File: src/rtl/uart_rxto_pkg.sv
package uart_rxto_pkg;
   localparam int unsigned FRAME_W        = 4;
   localparam int unsigned MIN_FRAME_BITS = 7;
   localparam int unsigned MAX_FRAME_BITS = 12;
   typedef logic [FRAME_W-1:0] frame_len_t;
   typedef enum logic [1:0] {DATA5 = 2'd0, DATA6 = 2'd1, DATA7 = 2'd2, DATA8 = 2'd3} data_len_e;
endpackage

File: src/rtl/uart_rxto_frame.sv
module uart_rxto_frame
   import uart_rxto_pkg::*;
#(
   parameter int unsigned OVERSAMPLE = 16,
   parameter int unsigned CHAR_TIMES = 4,
   parameter int unsigned CNT_W      = 10
) (
   input  logic [1:0]       data_len,
   input  logic             parity_en,
   input  logic             two_stop,
   output frame_len_t       frame_bits,
   output logic [CNT_W-1:0] limit
);
   localparam int unsigned WIN_PER_BIT = OVERSAMPLE * CHAR_TIMES;
   localparam bit          IS_POW2     = (WIN_PER_BIT & (WIN_PER_BIT - 1)) == 0;

   initial begin
      assert (CNT_W >= $clog2(WIN_PER_BIT * MAX_FRAME_BITS + 1))
         else $error("CNT_W too narrow for longest window");
      assert (WIN_PER_BIT > 0) else $error("window must be non-zero");
   end

   // start + 5..8 data + parity + 1..2 stop
   always_comb begin
      frame_bits = frame_len_t'(MIN_FRAME_BITS) + frame_len_t'(data_len)
                 + frame_len_t'(parity_en) + frame_len_t'(two_stop);
   end

   generate
      if (IS_POW2) begin : g_shift
         localparam int unsigned SH = $clog2(WIN_PER_BIT);
         assign limit = CNT_W'(frame_bits) << SH;
      end else begin : g_mult
         assign limit = CNT_W'(frame_bits) * CNT_W'(WIN_PER_BIT);
      end
   endgenerate

   always_comb begin
      p_frame_range_r2 : assert (frame_bits >= frame_len_t'(MIN_FRAME_BITS)
                                 && frame_bits <= frame_len_t'(MAX_FRAME_BITS));
   end
endmodule

File: src/rtl/uart_rxto_timer.sv
module uart_rxto_timer #(
   parameter int unsigned CNT_W = 10
) (
   input  logic             clk,
   input  logic             rst_n,
   input  logic             active,
   input  logic             push,
   input  logic             pop,
   input  logic             tick,
   input  logic [CNT_W-1:0] limit,
   output logic             pend
);
   logic [CNT_W-1:0] cnt;
   logic [CNT_W:0]   cnt_nxt;

   assign cnt_nxt = {1'b0, cnt} + 1'b1;

   always_ff @(posedge clk or negedge rst_n) begin
      if (!rst_n) begin
         cnt  <= '0;
         pend <= 1'b0;
      end else if (!active) begin
         cnt  <= '0;
         pend <= 1'b0;
      end else if (pend) begin
         if (pop) begin
            pend <= 1'b0;
            cnt  <= '0;
         end
      end else if (push || pop) begin
         cnt <= '0;
      end else if (tick) begin
         if (cnt_nxt >= {1'b0, limit}) begin
            pend <= 1'b1;
            cnt  <= '0;
         end else begin
            cnt <= cnt_nxt[CNT_W-1:0];
         end
      end
   end

   p_idle_clear_r9 : assert property (@(posedge clk) disable iff (!rst_n)
      !active |=> (!pend && cnt == '0));
   p_pop_clears_r7 : assert property (@(posedge clk) disable iff (!rst_n)
      (active && pend && pop) |=> !pend);
   p_push_keeps_r8 : assert property (@(posedge clk) disable iff (!rst_n)
      (active && pend && !pop) |=> pend);
   p_tick_needed_r10 : assert property (@(posedge clk) disable iff (!rst_n)
      (!pend && !tick) |=> !pend);
   p_restart_r5 : assert property (@(posedge clk) disable iff (!rst_n)
      (active && !pend && (push || pop)) |=> (cnt == '0 && !pend));
endmodule

File: src/rtl/uart_rx_idle_timeout.sv
module uart_rx_idle_timeout
   import uart_rxto_pkg::*;
#(
   parameter int unsigned LEVEL_W    = 5,
   parameter int unsigned OVERSAMPLE = 16,
   parameter int unsigned CHAR_TIMES = 4
) (
   input  logic               clk,
   input  logic               rst_n,
   input  logic               fifo_mode_en,
   input  logic [LEVEL_W-1:0] fifo_level,
   input  logic               push_stb,
   input  logic               pop_stb,
   input  logic [1:0]         data_len,
   input  logic               parity_en,
   input  logic               two_stop,
   input  logic               baud_tick,
   output logic               timeout_pend
);
   localparam int unsigned CNT_W = $clog2(OVERSAMPLE * CHAR_TIMES * MAX_FRAME_BITS + 1);

   initial begin
      assert (LEVEL_W > 0) else $error("LEVEL_W must be positive");
      assert (OVERSAMPLE > 0 && CHAR_TIMES > 0) else $error("bad timing parameters");
   end

   frame_len_t       frame_bits;
   logic [CNT_W-1:0] limit;
   logic             active;

   assign active = fifo_mode_en && (fifo_level != '0);

   uart_rxto_frame #(
      .OVERSAMPLE(OVERSAMPLE), .CHAR_TIMES(CHAR_TIMES), .CNT_W(CNT_W)
   ) u_frame (
      .data_len(data_len), .parity_en(parity_en), .two_stop(two_stop),
      .frame_bits(frame_bits), .limit(limit)
   );

   uart_rxto_timer #(.CNT_W(CNT_W)) u_timer (
      .clk(clk), .rst_n(rst_n), .active(active), .push(push_stb), .pop(pop_stb),
      .tick(baud_tick), .limit(limit), .pend(timeout_pend)
   );

   p_empty_low_r9 : assert property (@(posedge clk) disable iff (!rst_n)
      (fifo_level == '0) |=> !timeout_pend);
endmodule

File: config.mk
export PLATFORM = sky130hd
export DESIGN_NAME = uart_rx_idle_timeout
export DESIGN_NICKNAME = d
export VERILOG_FILES = /design/src/rtl/uart_rxto_pkg.sv /design/src/rtl/uart_rxto_frame.sv /design/src/rtl/uart_rxto_timer.sv /design/src/rtl/uart_rx_idle_timeout.sv
export SDC_FILE = /design/constraint.sdc
export NUM_CORES = 1
export LEC_CHECK = 0
export BUFFER_PORTS_ARGS = -buffer_cell sky130_fd_sc_hd__buf_2
export CORE_MARGIN = 2
export CORE_UTILIZATION = 30
export CTS_CLUSTER_SIZE = 14
export DETAILED_ROUTE_END_ITERATION = 8
export GPL_TIMING_DRIVEN = 0
export PLACE_DENSITY_LB_ADDON = 0.25
export SLEW_MARGIN = 20
export SYNTH_ARGS = -nofsm -noshare
export SYNTH_HDL_FRONTEND = slang
export SYNTH_SLANG_ARGS = --single-unit
File: constraint.sdc
create_clock -name clk -period 5.1 [get_ports clk]
set_input_delay 0.765 -clock clk [delete_from_list [all_inputs] [get_ports clk]]
set_output_delay 0.765 -clock clk [all_outputs]
set_load 0.01 [all_outputs]
[Yosys cells after proc, flatten, opt, wreduce, memory -nomap -nowiden]
Index checks and enable logic that the tools add are counted.
Word-level totals
  flip-flop bits (word level): 11
  bits of input ports: 15
  output and inout bits: 1
  word-level logic and storage cells: 25
Operators by class
  add/subtract/negate cells: 4
  $lt $le $gt $ge: 1
  equal/unequal tests: 2
  multiplexer cells: 12
  reductions and logical operators: 4
Operator list (number)
  10-bit 2-to-1 mux: 6
  10-bit by 1-bit adder with 11-bit output (second input constant): 1
  11-bit by 10-bit greater-or-equal comparator with 1-bit output: 1
  4-bit by 1-bit adder with 4-bit output: 2
  1-bit 2-to-1 mux: 6
  5-bit nonzero test: 1
  3-bit by 2-bit adder with 4-bit output (first input constant): 1
  4-bit != test (second input constant): 1
  3-bit != test (second input constant): 1
  2-bit AND reduction: 1
  1-bit logical AND: 1
  1-bit logical OR: 1

[Depth between registers and ports, before layout]
  word-level depth: 9
  mapped depth: 13
  mapped depth without buffers: 13

[Cells and area by module]
From an unflattened synthesis, not the netlist that was laid out.
Unflattened totals
  cells, all modules: 114
  area, all modules: 1078.5 sq um
By module, submodules not included
  uart_rxto_timer: times used 1, cells each 89, area an instance 877.1 sq um, sequential area each 275.3 sq um
  uart_rxto_frame: times used 1, cells each 23, area an instance 186.4 sq um, sequential area each 0.0 sq um
  uart_rx_idle_timeout: times used 1, cells each 2, area an instance 15.0 sq um, sequential area each 0.0 sq um

[Least setup slack after synthesis]
No wires, ideal clock.
  path type: input to register
  start: input data_len[0]
  end: register u_timer.cnt[3]
  setup time: 78 ps
  arrival: 2952 ps
  required time: 5022 ps
  path slack: 2071 ps
  stages: 13
  buffers on the path: 0
  cells stage by stage: inv_1 -> ha_1 -> inv_1 -> ha_1 -> inv_1 -> fa_1 -> xnor2_1 -> ha_1 -> a21oi_1 -> o21ai_0 -> a221oi_2 -> nand4b_2 -> o21ai_1
Between the ends
  cells in the longest elaborated chain, start to end: 9
RTL lines
  start, declared: line uart_rx_idle_timeout.sv:14  | input logic [1:0] data_len,
  3-bit by 2-bit adder with 4-bit output: line uart_rxto_frame.sv:25  | frame_bits = frame_len_t'(MIN_FRAME_BITS) + frame_len_t'(data_len)
  4-bit by 1-bit adder with 4-bit output (2 in series): line uart_rxto_frame.sv:26  | + frame_len_t'(parity_en) + frame_len_t'(two_stop);
  11-bit by 10-bit greater-or-equal comparator with 1-bit output: line uart_rxto_timer.sv:33  | if (cnt_nxt >= {1'b0, limit}) begin
  10-bit 2-to-1 mux: line uart_rxto_timer.sv:33
  10-bit 2-to-1 mux: line uart_rxto_timer.sv:32  | end else if (tick) begin
  10-bit 2-to-1 mux: line uart_rxto_timer.sv:30  | end else if (push || pop) begin
  10-bit 2-to-1 mux: line uart_rxto_timer.sv:25  | end else if (pend) begin
  10-bit 2-to-1 mux: line uart_rxto_timer.sv:22  | end else if (!active) begin
  end signal, assigned: line uart_rxto_timer.sv:37  | cnt <= cnt_nxt[CNT_W-1:0];
  end, declared: line uart_rxto_timer.sv:13  | logic [CNT_W-1:0] cnt;
Every way passes these cells. The select of a mux whose other input is x is not followed.
A chain may end at the register's enable or synchronous reset.

[Worst setup path after layout]
  start: input data_len[0]
  end: register u_timer.cnt[9]
The elaborated chain is that of the path after synthesis.

==> reports/metrics.cfg <==
[synthesis]
synth_top_family_by_area = simple AND/OR/NAND/NOR gates
synth_xor_area_share_pct = 9.560
synth.distinct_cells = 25
syn_avg_cell_area_um2 = 8.589
ys_ff_latch = 11
yosysTopAreaCell = dfrtp_1
synth_simple_gate_area_share_pct = 22.46
ys_async_sr_fraction_pct = 100.0
yosysSeqAreaShare_pct = 33.38
synth_adder_area_share_pct = 16.08
ys_warn_count = 0
synth_flop_cell = dfrtp_1
synth.top_cell.area_share_pct = 33.38
synth_mux_area_share_pct = 1.214
syn_nets = 121
synthCells = 96
synth_compound_area_share_pct = 12.75
syn_area_um2 = 824.5
synth-edff-count = 0
synth_area_leaders = dfrtp_1 (33%), ha_1 (14%), xnor2_1 (7.4%), nand2_1 (5.9%), o21ai_1 (4.2%)

[sta]
fin_crit_ns = 3.152
fin_crit_sh_pct = 61.80
rsz0062_at_grt = false
fin_skew_ns = 0.003337
max_freq_ghz = 0.3173
setup_violations = 0
relSlewSlack_pct = 69.24
finalSetupTns_ns = 0
tightest_slew_ns = 0.4613
hold_viol = 0
timing.final.ws_setup_ns = 1.948
slew_viol_final = 0

[clocking]
clk_transition_reported_paths_ns = 0.07
hold_buffers = 0
cts_buffers = 3
h-tree-depth = 1
clk_path_buf_depth = 2
cts.sinks = 11
worstSkewPairLatency_ns = 0.27
postCtsSetupRepairBufs = 0
root_buffer = clkbuf_4
ctsResizeCount = 0
cts_tree = done

[setup_path]
start_kind = input port
crit_arrival_ns = 3.34
rr_endpoint = u_timer.cnt[9]$_DFFE_PN0P_
endpoint_kind = register
worstSetupPathType = input port to register
reg2reg_from = u_timer.cnt[0]$_DFFE_PN0P_
cp_max_fo = 7
worst-r2r-cell-count = 12
crit_start = data_len[0]
crit_required_ns = 5.29
r2r_slack_ns = 2.22

[pwr]
power_frac_clock_pct = 35.1
powerDensity_nw_per_um2 = 179.6
comb_power_share_pct = 14.3
ir_worst_vdd_mv = 0.09267
total_leakage_power_nw = 0.4718
sequentialPowerShare_pct = 50.6
power.share.switching_pct = 25.56
internal_power_mw = 0.1290
power_switching_mw = 0.04428

[run]
cap_violations = 0

[final_layout]
area_growth_pct = 17.00
diodes = 0
mostFrequentLayoutCell = buf_2
filler_cell_count = 287
drive_gt1_share_pct = 18.26
final_nets = 141
final_cell_mix = buf_2 (15), nand2_1 (13), dfrtp_1 (11), inv_1 (9), ha_1 (9)

[floorplanning]
core_um2 = 2686
fp.dieW_um = 56.43
die_h_um = 56.43
die-area_um2 = 3184
pin_count = 16
start_util_pct = 30.69
num_rows = 19

[grt]
grt_pass1_vias = 707
grt_antenna_before_repair = 0
overflow = 0
grt_max_degree = 12
grt_usage_pct = 11.93
grt_first_pass_wirelength_um = 3022

[place]
place_congestion = 0.7511
post-place-ws_ns = 1.638
hpwlAfterDp_um = 1346
portBuffers = 15

[outcome]
status = finished, final reports clean

[detailed_routing]
post_drt_via_cell_ratio = 4.849
routed_wl_um = 1699
num_vias = 708
ant_nets = 0
routedWlPerCell_um = 11.64
remaining_drc_errors = 0
drt_first_pass_iters = 4
drt-initial-drc-count = 5

[hold_path]
hold_class = input port to async pin

layout make-up:
| type | count | area, µm² | area share [%] |
|---|---|---|---|
| multi-input combinational | 75 | 511.7 | 53.05 |
| sequential | 11 | 275.3 | 28.53 |
| timing repair buffer | 15 | 75.07 | 7.782 |
| tap | 31 | 38.79 | 4.021 |
| inverter | 9 | 33.78 | 3.502 |
| clock buffer | 4 | 26.28 | 2.724 |
| buffer | 1 | 3.754 | 0.3891 |
state kept, by name (all words and copies together), names as in the netlist:
name / count
u_timer.pend: 1
u_timer.cnt: 10
per-layer routing:
metal,share of wire [%],vias up,routed length [µm],GRT usage (%)
met1,47,334,800,14.69
met5,0,-,0,0
li1,-,362,-,-
met2,49,8,840,20.76
met3,2.2,4,37,1.382
met4,1.2,0,21,5.102
power groups by stage:
| stage | clock [mW] | sequential (mW) | combinational, mW |
|---|---|---|---|
| finish | 0.0609 | 0.0877 | 0.0247 |
| global route | 0.0677 | 0.0878 | 0.0289 |
| CTS | 0.0627 | 0.0877 | 0.0255 |
| detailed placement | 0 | 0.0895 | 0.0254 |
| global placement | 0 | 0.0895 | 0.0243 |
| floorplan | 0 | 0.0895 | 0.0143 |
worst max-delay path, stage by stage:
cell and delay (ns):
buf_2 0.08, inv_1 0.03, ha_1 0.28, inv_1 0.06, ha_1 0.15, inv_1 0.05, fa_1 0.37, xnor2_1 0.14
ha_1 0.30, a21oi_1 0.14, o21ai_0 0.13, a221oi_2 0.35, nand4b_2 0.29, o21ai_1 0.21
metrics by stage:
step	instances	instance area [µm²]	util [%]	hold WS (ns)	total power, mW
detailed placement	142	938.4	34.93	0.5166	0.1149
global route	146	964.7	35.91	0.3533	0.1845
floorplan	96	824.5	-	0.4694	0.1038
global placement	142	938.4	34.93	0.5111	0.1138
finish	146	964.7	35.91	0.3528	0.1733
CTS	146	964.7	35.91	0.3564	0.1760
worst max path at each step:
stage,to,cells past startpoint
finish,u_timer.cnt[9]$_DFFE_PN0P_,14
CTS,u_timer.cnt[9]$_DFFE_PN0P_,14
global placement,u_timer.cnt[5]$_DFFE_PN0P_,14
global route,u_timer.cnt[6]$_DFFE_PN0P_,14
detailed placement,u_timer.cnt[9]$_DFFE_PN0P_,14
floorplan,u_timer.cnt[3]$_DFFE_PN0P_,13
cell families (layout without fill, tap and decap cells):
family	Yosys count	in the layout
AOI/OAI and AO/OA	18	18
muxes	1	1
buffers and inverters	10	29
xor gates and xnor gates	9	9
DFF	11	11
and+or+nand+nor	37	37
adders and majority gates	10	10
cell usage after synthesis (all sizes together), types with 2 or more instances:
cell type  instances
a21oi              3
ha                 9
xnor2              7
nand2b             2
o21ai             12
nor2               6
dfrtp             11
xor2               2
nand2             13
inv                9
nand3              6
nor2b              2
nor3               4
No activity file was read; power rests on OpenSTA's default activity.
